--- src/rtl/intack_seq.sv ---
module intack_seq #(
  parameter int ADDR_W = 24,
  parameter int TBL_N  = 16,
  parameter logic [ADDR_W-1:0] NMI_ADDR = 'hFFFF00,
  parameter logic [ADDR_W-1:0] VEC_ADDR = 'hFFFE00
) (
  input  logic              clk,
  input  logic              rst_n,
  input  logic              req_valid,
  input  logic [1:0]        req_kind,
  input  logic              req_ret,
  output logic              busy,
  input  logic              tbl_we,
  input  logic [3:0]        tbl_idx,
  input  logic [ADDR_W-1:0] tbl_wdata,
  output logic              bus_req,
  output logic [ADDR_W-1:0] bus_addr,
  output logic [3:0]        bus_status,
  output logic              bus_rd_n,
  output logic              bus_hbe,
  output logic              bus_a0,
  input  logic              bus_ready,
  input  logic [15:0]       bus_data,
  output logic              done,
  output logic [7:0]        vector,
  output logic              err
);
  localparam int IDX_W = $clog2(TBL_N);
  localparam logic [1:0] K_NMI = 2'd0, K_VEC = 2'd2, K_CASC = 2'd3;
  localparam logic [3:0] S_ACK1 = 4'b0100, S_ACK2 = 4'b0101,
                         S_RET1 = 4'b0110, S_RET2 = 4'b0111;

  typedef enum logic [1:0] {IDLE, CYC1, CYC2} st_t;
  st_t st;
  logic [1:0] kind_q;
  logic       ret_q;
  logic [ADDR_W-1:0] tbl [TBL_N];
  logic [ADDR_W-1:0] casc_addr;

  assign busy      = (st != IDLE);
  assign bus_rd_n  = ~bus_req;
  assign casc_addr = tbl[bus_data[IDX_W-1:0]];

  always_ff @(posedge clk)
    if (tbl_we) tbl[tbl_idx[IDX_W-1:0]] <= tbl_wdata;

  always_ff @(posedge clk) begin
    if (!rst_n) begin
      st <= IDLE; kind_q <= '0; ret_q <= 1'b0;
      bus_req <= 1'b0; bus_addr <= '0; bus_status <= '0;
      bus_hbe <= 1'b0; bus_a0 <= 1'b0;
      done <= 1'b0; err <= 1'b0; vector <= '0;
    end else begin
      done <= 1'b0;
      err  <= 1'b0;
      case (st)
        IDLE: if (req_valid) begin
          kind_q <= req_kind;
          ret_q  <= req_ret;
          if (req_ret && !req_kind[1]) begin
            done <= 1'b1; vector <= '0;
          end else begin
            st <= CYC1; bus_req <= 1'b1;
            bus_addr <= (req_kind == K_NMI) ? NMI_ADDR : VEC_ADDR;
            bus_status <= req_ret ? S_RET1 : S_ACK1;
            bus_hbe <= 1'b1; bus_a0 <= 1'b0;
          end
        end
        CYC1: if (bus_ready) begin
          if (kind_q == K_CASC && bus_data[7]) begin
            st <= CYC2;
            bus_addr <= casc_addr;
            bus_status <= ret_q ? S_RET2 : S_ACK2;
            bus_hbe <= ~casc_addr[0];
            bus_a0 <= casc_addr[0];
          end else begin
            st <= IDLE; bus_req <= 1'b0; bus_addr <= '0; bus_status <= '0;
            bus_hbe <= 1'b0; bus_a0 <= 1'b0;
            done <= 1'b1;
            err <= (kind_q == K_CASC);
            vector <= (kind_q == K_VEC) ? bus_data[7:0] : 8'd0;
          end
        end
        CYC2: if (bus_ready) begin
          st <= IDLE; bus_req <= 1'b0; bus_addr <= '0; bus_status <= '0;
          bus_hbe <= 1'b0; bus_a0 <= 1'b0;
          done <= 1'b1;
          vector <= ret_q ? 8'd0 : (bus_a0 ? bus_data[15:8] : bus_data[7:0]);
        end
        default: st <= IDLE;
      endcase
    end
  end
endmodule

--- config.mk ---
export PLATFORM = sky130hd
export DESIGN_NAME = intack_seq
export DESIGN_NICKNAME = d
export VERILOG_FILES = /design/src/rtl/intack_seq.sv
export SDC_FILE = /design/constraint.sdc
export NUM_CORES = 1
export LEC_CHECK = 0
export ABC_AREA = 1
export BUFFER_PORTS_ARGS = -buffer_cell sky130_fd_sc_hd__buf_2
export CORE_MARGIN = 10
export CORE_UTILIZATION = 50
export CTS_BUF_LIST = sky130_fd_sc_hd__clkbuf_8
export DETAILED_ROUTE_END_ITERATION = 7
export PLACE_DENSITY = 0.78
export SYNTH_ARGS = -nofsm -noshare
export SYNTH_HDL_FRONTEND = slang
export SYNTH_SLANG_ARGS = --single-unit
export TNS_END_PERCENT = 50
--- constraint.sdc ---
create_clock -name clk -period 2 [get_ports clk]
set_input_delay 0.2 -clock clk [delete_from_list [all_inputs] [get_ports clk]]
set_output_delay 0.2 -clock clk [all_outputs]
set_load 0.005 [all_outputs]
==> out/metrics.json, run 1 <==
{
  "drt-wirelength-per-cell": {"value": 17.98, "unit": "µm"},
  "grt_pass1_vias": {"value": 13200},
  "holdCritPathClass": {"value": "in -> reg"},
  "synth.area.top_cells": {"value": "sky130_fd_sc_hd__edfxtp_1 (62%), sky130_fd_sc_hd__nand2_1 (12%), sky130_fd_sc_hd__nand3_1 (8.1%), sky130_fd_sc_hd__inv_1 (6.6%), sky130_fd_sc_hd__dfxtp_1 (4.8%)"},
  "clk_lat_worst_skew": {"value": 0.59, "unit": "ns"},
  "synth.area.mux_share": {"value": 0},
  "finalMaxSlewViolations": {"value": 0},
  "grt_first_pass_wirelength": {"value": 70.48, "unit": "mm"},
  "register_bit_total_from_synthesis": {"value": 429},
  "power.share.combinational": {"value": 0.088},
  "rsz0062_at_grt": {"value": "yes"},
  "detailed_place_hpwl": {"value": 24.87, "unit": "mm"},
  "clk_path_buf_depth": {"value": 3},
  "power.ir.vdd_worst": {"value": 0.0003344, "unit": "V"},
  "cp-end-kind": {"value": "flop"},
  "mappedNetlistArea": {"value": 0.01863, "unit": "mm²"},
  "syn_area_per_cell": {"value": 9.938, "unit": "µm²"},
  "placement_rows": {"value": 70},
  "post_synth_inst_count": {"value": 1875},
  "setup_crit_start_kind": {"value": "flop"},
  "drtIter0Drc": {"value": 1665},
  "setup_viol": {"value": 0},
  "final_layout_size_suffix_gt1_frac": {"value": 0.1295},
  "clock_power_share": {"value": 0.376},
  "yosys.area.top_type_share": {"value": 0.6188},
  "die_h": {"value": 213.1, "unit": "µm"},
  "n_fill_cell": {"value": 2836},
  "crit_family": {"value": "simple AND/OR/NAND/NOR gates"},
  "critical-path-max-stage-delay": {"value": 0.36, "unit": "ns"},
  "critical_path_class": {"value": "reg -> reg"},
  "fin_setup_tns": {"value": 0, "unit": "ns"},
  "seqPwrFrac": {"value": 0.536},
  "synth.lib_cells_used.distinct": {"value": 31},
  "report.power.total": {"value": 18800, "unit": "µW"},
  "pin_count_of_the_biggest_net_entering_global_routing": {"value": 106},
  "post_drt_via_cell_ratio": {"value": 5.268},
  "crit_buf_inv": {"value": 4},
  "yosys.area.top_type": {"value": "sky130_fd_sc_hd__edfxtp_1"},
  "worstPathCellList": {"value": "inv_1 -> ha_1 -> inv_2 -> nor2_1 -> inv_1 -> nand2_4 -> nor2_8 -> nand2_4 -> nand2_1 -> nand2_1 -> inv_1 -> a21oi_2"},
  "power-per-cell-area": {"value": 867.8, "unit": "mW/mm²"},
  "cts_tree": {"value": "built"},
  "holdWs": {"value": 0.04231, "unit": "ns"},
  "fmax": {"value": 0.5357, "unit": "GHz"},
  "fin_worst_skew": {"value": 0.02899, "unit": "ns"},
  "clk_transition_reported_paths": {"value": 0.07, "unit": "ns"},
  "crit_path_top_delay_cell": {"value": "sky130_fd_sc_hd__dfxtp_1"},
  "initial_antenna_violation_count": {"value": 1},
  "internal_power_summed_over_all_cells": {"value": 14270, "unit": "µW"},
  "route.vias.total": {"value": 13420},
  "overflow": {"value": 0},
  "design.die.area": {"value": 0.04539, "unit": "mm²"},
  "fin_crit_sh": {"value": 0.9333},
  "slew_headroom": {"value": 0.6548},
  "drt_wl_total": {"value": 45.80, "unit": "mm"},
  "switching_share": {"value": 0.2412},
  "worstPathArrival": {"value": 2.32, "unit": "ns"},
  "count_of_unresolved_drc_violations_after_routing": {"value": 0},
  "core_region_area": {"value": 0.03670, "unit": "mm²"},
  "timing.max_cap.violations": {"value": 0},
  "timing_hold_violations_final": {"value": 0},
  "synth.net_count": {"value": 1932},
  "ios": {"value": 95},
  "numCtsBuffers": {"value": 69},
  "post-route-cell-area": {"value": 0.02167, "unit": "mm²"},
  "static-leakage-power": {"value": 0.009387, "unit": "µW"},
  "grt.total_usage": {"value": 0.2006},
  "required_time_at_the_worst_slack_endpoint": {"value": 2.46, "unit": "ns"},
  "detailed_place.area": {"value": 0.01997, "unit": "mm²"},
  "synthSimpleGateAreaFrac": {"value": 0.2176},
  "yosys.area_share.adder": {"value": 0.003357},
  "detailedPlace.worstSlack": {"value": -0.001897, "unit": "ns"},
  "worst_path_fanout_max": {"value": 29},
  "layout_setup_ws": {"value": 0.1335, "unit": "ns"},
  "period_minus_slack": {"value": 1.867, "unit": "ns"},
  "outcome": {"value": "finished, final reports clean"},
  "yosys_warnings": {"value": 0},
  "tightestPinTransition": {"value": 0.5178, "unit": "ns"},
  "synth_top_family_by_area": {"value": "simple AND/OR/NAND/NOR gates"},
  "detail_route.first_pass.iterations": {"value": 6},
  "die_w": {"value": 213.1, "unit": "µm"},
  "synth_compound_area_frac": {"value": 0.02035},
  "cts-root-buf": {"value": "sky130_fd_sc_hd__clkbuf_8"},
  "synth_xor_area_frac": {"value": 0},
  "start_util": {"value": 0.5078},
  "synth.yosys.seq_area_share": {"value": 0.6672},
  "cts.htree.levels": {"value": 3},
  "nets": {"value": 2083},
  "numClockSinks": {"value": 429},
  "ant_nets": {"value": 0},
  "portBuffers": {"value": 93},
  "area_delta_synth_final": {"value": 16.28, "unit": "%"},
  "timing.critical_path.mode_cell": {"value": "sky130_fd_sc_hd__inv_1"},
  "switching_power": {"value": 4535, "unit": "µW"},
  "gp_congestion": {"value": 0.8585}
}
## cell usage in the layout, fill, tap and decap left out, types with 13 or more instances in the layout
cell type	count
sky130_fd_sc_hd__a21oi_1	36
sky130_fd_sc_hd__buf_12	26
sky130_fd_sc_hd__buf_2	91
sky130_fd_sc_hd__buf_4	17
sky130_fd_sc_hd__clkbuf_8	75
sky130_fd_sc_hd__clkinv_1	16
sky130_fd_sc_hd__dfxtp_1	45
sky130_fd_sc_hd__dlygate4sd3_1	36
sky130_fd_sc_hd__edfxtp_1	384
sky130_fd_sc_hd__inv_1	346
sky130_fd_sc_hd__nand2_1	598
sky130_fd_sc_hd__nand3_1	303
sky130_fd_sc_hd__nor2_1	13
sky130_fd_sc_hd__nor2_4	18
sky130_fd_sc_hd__o21ai_0	17
## synth_stat cells, drive strengths merged
cell      n
nand2   603
inv     333
ha        5
nand3b    2
nand4     2
nand3   303
buf      68
nor3      3
o221ai    1
conb      1
clkinv    1
o21ai    18
clkbuf   22
nor2     36
edfxtp  384
dfxtp    45
o22ai     2
a21oi    46
## worst paths after layout
path,from,cells past startpoint,slack [ns],endpoint
max,st[0],12,0.13,bus_addr[14]
min,bus_data[15],5,0.04,vector[7]
max reg2reg,st[0],12,0.13,bus_addr[14]
min reg2reg,bus_status[2],2,0.45,bus_status[2]
## logic make-up after synthesis
family                   Yosys count
AND/OR/NAND/NOR                  949
flip-flops                       429
buffers and inverters            424
AO/OA/AOI/OAI                     67
adder cells (fa/ha/maj)            5
other                              1
## layer usage
layer | track usage | part of all wire
met1 | 0.2588 | 0.39
met4 | 0.07041 | 0.022
met3 | 0.04091 | 0.11
met5 | 0 | 0
met2 | 0.3306 | 0.48
## stage by stage
step                utilization  std cells
global placement         0.5443       2384
detailed placement       0.5443       2384
floorplan                     -       1875
CTS                      0.5895       2543
finish                   0.5904       2547
global route             0.5904       2546
## worst min-delay path: stages
cell and delay, ns:
sky130_fd_sc_hd__buf_2 0.10, sky130_fd_sc_hd__nand3_1 0.07, sky130_fd_sc_hd__a21oi_1 0.07, sky130_fd_sc_hd__nor2_1 0.10
sky130_fd_sc_hd__nor2_1 0.05
## flip-flops by register name, summed over array words and instances, names as in the netlist
register,count
bus_a0,1
bus_addr,24
bus_hbe,1
bus_req,1
bus_status,3
done,1
err,1
kind_q,2
ret_q,1
st,2
tbl,384
vector,8
## cell type report
cell class                 instances  area (µm²)  share of cell area
sequential                       429       12430              0.5738
multi-input combinational       1022        4632              0.2138
timing repair buffer             170        1464             0.06756
inverter                         334        1256             0.05798
clock buffer                      75        1032             0.04764
tap                              468       585.6             0.02703
clock inverter                    48       262.8             0.01213
antenna                            1       2.502           0.0001155
## what timing repair did
item / 4_1_cts / 5_1_grt
pin swaps: 0 / 1
setup endpoints to repair: 1 / 13
hold buffers: 36 / 0
resized for setup: 1 / 2
setup buffers: 0 / 3
endpoints found under the hold margin: 395 / 0
## power by group through the flow
stage	Clock (µW)	Combinational, µW	Sequential [µW]
floorplan	0	954	10300
global placement	0	1510	10200
detailed placement	0	1560	10300
CTS	7170	1630	10100
global route	7610	1830	10100
finish	7070	1660	10100
Power figures use the tool's default switching activity.
==> inputs of run 2 (changes only) <==
Settings changed: CORE_UTILIZATION 50 to 60, PLACE_DENSITY 0.78 to 0.89.
==> run 2 against run 1 <==
Compared with the run above: setup slack lost 0.091 ns; combinational power grew 5%; flip-flop and latch count is the same; largest cell class unchanged; final area shrank 0.33%; clock power shrank 2%; die area shrank 15%.
==> out/metrics.json, run 2 (synthesis results as in run 1) <==
{
  "outcome": {"value": "finished, final reports clean"},
  "tightestPinTransition": {"value": 0.5983, "unit": "ns", "change": "+0.08050 ns"},
  "clk_transition_reported_paths": {"value": 0.07, "unit": "ns", "change": "about the same"},
  "fin_crit_sh": {"value": 0.9790, "change": "+0.04574"},
  "drt-wirelength-per-cell": {"value": 19.59, "unit": "µm", "change": "+9.0%"},
  "mostFrequentLayoutCells": {"value": "sky130_fd_sc_hd__nand2_1 (598), sky130_fd_sc_hd__edfxtp_1 (384), sky130_fd_sc_hd__inv_1 (349)"},
  "area_delta_synth_final": {"value": 15.89, "unit": "%"},
  "start_util": {"value": 0.6092, "change": "+0.1014"},
  "post_drt_via_cell_ratio": {"value": 5.678, "change": "+7.8%"},
  "grt_first_pass_wirelength": {"value": 73.69, "unit": "mm", "change": "+4.5%"},
  "cts-root-buf": {"value": "sky130_fd_sc_hd__clkbuf_8"},
  "fin_setup_tns": {"value": 0, "unit": "ns", "change": "unchanged"},
  "critical-path-max-stage-delay": {"value": 0.37, "unit": "ns", "change": "about the same"},
  "finalMaxSlewViolations": {"value": 0, "change": "unchanged"},
  "utilization": {"value": 0.7060, "change": "+0.1156"},
  "worst_path_fanout_max": {"value": 8, "change": "-72%"},
  "nets": {"value": 2082, "change": "-0.048%"},
  "holdCritPathClass": {"value": "in -> reg"},
  "detailed_place_hpwl": {"value": 25.62, "unit": "mm", "change": "+3.0%"},
  "crit_path_top_delay_cell": {"value": "sky130_fd_sc_hd__dfxtp_1"},
  "timing.max_cap.violations": {"value": 0, "change": "unchanged"},
  "slew_headroom": {"value": 0.6007, "change": "-0.05411"},
  "detail_route.first_pass.iterations": {"value": 5, "change": "-1"},
  "core_region_area": {"value": 0.03059, "unit": "mm²", "change": "-17%"},
  "period_minus_slack": {"value": 1.958, "unit": "ns", "change": "+0.09148 ns"},
  "setup_viol": {"value": 0, "change": "unchanged"},
  "portBuffers": {"value": 93, "change": "unchanged"},
  "drtIter0Drc": {"value": 2174, "change": "+31%"},
  "die_w": {"value": 196.2, "unit": "µm", "change": "-7.9%"},
  "report.power.total": {"value": 18750, "unit": "µW", "change": "-0.29%"},
  "gp_congestion": {"value": 0.8471, "change": "-1.3%"},
  "largest_register_ffs": {"value": 384, "change": "unchanged"},
  "static-leakage-power": {"value": 0.009369, "unit": "µW", "change": "-0.19%"},
  "worstPathCellList": {"value": "inv_1 -> ha_1 -> inv_2 -> nor2_1 -> inv_1 -> nand2_4 -> nor2_8 -> buf_12 -> nand2_8 -> nor2_4 -> nand2_1 -> a21oi_2"},
  "required_time_at_the_worst_slack_endpoint": {"value": 2.51, "unit": "ns", "change": "+0.05 ns"},
  "clk_path_buf_depth": {"value": 3, "change": "unchanged"},
  "final_layout_size_suffix_gt1_frac": {"value": 0.1277, "change": "-0.001741"},
  "grt_pass1_vias": {"value": 14030, "change": "+6.3%"},
  "power-per-cell-area": {"value": 868.1, "unit": "mW/mm²", "change": "about the same"},
  "numCtsBuffers": {"value": 67, "change": "-2.9%"},
  "design.die.area": {"value": 0.03851, "unit": "mm²", "change": "-15%"},
  "timing_hold_violations_final": {"value": 0, "change": "unchanged"},
  "setup_crit_start_kind": {"value": "flop"},
  "cts.htree.levels": {"value": 3, "change": "unchanged"},
  "timing.critical_path.mode_cell": {"value": "sky130_fd_sc_hd__inv_1"},
  "worstPathArrival": {"value": 2.47, "unit": "ns", "change": "+0.15 ns"},
  "ant_nets": {"value": 0, "change": "unchanged"},
  "overflow": {"value": 0, "change": "unchanged"},
  "clk_lat_worst_skew": {"value": 0.60, "unit": "ns", "change": "about the same"},
  "placement_rows": {"value": 64, "change": "-8.6%"},
  "pin_count_of_the_biggest_net_entering_global_routing": {"value": 79, "change": "-25%"},
  "power.ir.vdd_worst": {"value": 0.0005496, "unit": "V", "change": "+64%"},
  "grt.total_usage": {"value": 0.2417, "change": "+0.04110"},
  "drt_wl_total": {"value": 48.48, "unit": "mm", "change": "+5.8%"},
  "fmax": {"value": 0.5107, "unit": "GHz", "change": "-4.7%"},
  "crit_family": {"value": "simple AND/OR/NAND/NOR gates"},
  "crit_buf_inv": {"value": 4, "change": "unchanged"},
  "ios": {"value": 95, "change": "unchanged"},
  "count_of_unresolved_drc_violations_after_routing": {"value": 0, "change": "unchanged"},
  "cp-end-kind": {"value": "flop"},
  "fin_worst_skew": {"value": 0.03072, "unit": "ns", "change": "+0.001729 ns"},
  "route.vias.total": {"value": 14050, "change": "+4.7%"},
  "n_fill_cell": {"value": 1917, "change": "-32%"},
  "cts_tree": {"value": "built"},
  "numClockSinks": {"value": 429, "change": "unchanged"},
  "initial_antenna_violation_count": {"value": 5, "change": "+4"},
  "critical_path_class": {"value": "reg -> reg"},
  "mostFrequentLayoutCell": {"value": "sky130_fd_sc_hd__nand2_1"},
  "die_h": {"value": 196.2, "unit": "µm", "change": "-7.9%"}
}
## run 2: cell count changes in the layout (fill, tap and decap cells not counted), moves of 2 or more
cell	delta
sky130_fd_sc_hd__clkbuf_8	-7
sky130_fd_sc_hd__buf_4	-4
sky130_fd_sc_hd__clkinv_2	-4
sky130_fd_sc_hd__inv_1	+3
sky130_fd_sc_hd__buf_12	+2
sky130_fd_sc_hd__clkinv_1	+2
sky130_fd_sc_hd__diode_2	+2
sky130_fd_sc_hd__dlygate4sd3_1	-2
sky130_fd_sc_hd__ha_1	-2
sky130_fd_sc_hd__ha_2	+2
sky130_fd_sc_hd__inv_4	+2
sky130_fd_sc_hd__nand2_8	+2
sky130_fd_sc_hd__nor2_4	+2
## run 2: through the flow
step | setup WS [ns] | area, µm² | cells | hold WS [ns]
global route | -0.006831 | 21600 | 2474 | 0.06524
floorplan | 0.1539 | 18630 | 1875 | 0.2989
global placement | 0.04284 | 19870 | 2310 | 0.4381
detailed placement | -0.09231 | 19870 | 2310 | 0.4458
finish | 0.04197 | 21600 | 2474 | 0.03371
CTS | 0.06657 | 21440 | 2463 | 0.008802
## run 2: report_power, final
part	switching [µW]	internal [µW]	total, µW
combinational	1170	576	1740
sequential	88.1	9990	10100
clock	3360	3570	6920
## run 2: final cells by class
type / instances / area [µm²] / share of cell area
diodes: 3 / 7.507 / 0.0003476
clock buffers: 68 / 935.9 / 0.04334
clock inverters: 51 / 296.5 / 0.01373
inverters: 334 / 1261 / 0.05840
multi-input cells: 1026 / 4707 / 0.2180
flip-flops and latches: 429 / 12430 / 0.5757
well taps: 396 / 495.5 / 0.02294
repair buffers: 167 / 1459 / 0.06756
## run 2: worst reg2reg max path: stages, from the launching register on
cell,delay [ns]
sky130_fd_sc_hd__dfxtp_1,0.37
sky130_fd_sc_hd__inv_1,0.11
sky130_fd_sc_hd__ha_1,0.25
sky130_fd_sc_hd__inv_2,0.11
sky130_fd_sc_hd__nor2_1,0.08
sky130_fd_sc_hd__inv_1,0.10
sky130_fd_sc_hd__nand2_4,0.09
sky130_fd_sc_hd__nor2_8,0.14
sky130_fd_sc_hd__buf_12,0.13
sky130_fd_sc_hd__nand2_8,0.08
sky130_fd_sc_hd__nor2_4,0.21
sky130_fd_sc_hd__nand2_1,0.10
sky130_fd_sc_hd__a21oi_2,0.14
## run 2: per-layer routing
metal,global-route usage,vias to the layer above,wire [µm]
li1,-,6367,-
met1,0.3053,6457,17170
met2,0.3865,1028,23230
met5,0,-,27
met3,0.05405,191,6009
met4,0.1210,4,2037
## run 2: timing repair
| action | in CTS | in global routing |
|---|---|---|
| hold buffers | 34 | 0 |
| buffers inserted | 0 | 4 |
| cloned | 0 | 4 |
| pin swaps | 0 | 4 |
| endpoints found under the setup margin | 16 | 32 |
| resized for setup | 1 | 10 |
| endpoints found under the hold margin | 388 | 0 |
## run 2: path summary, 6_finish.rpt
kind	start	to	slack (ns)	cells after the start
max	st[0]	bus_addr[22]	0.04	12
min reg2reg	bus_status[2]	bus_status[2]	0.45	2
min	bus_data[7]	vector[7]	0.03	5
max reg2reg	st[0]	bus_addr[22]	0.04	12
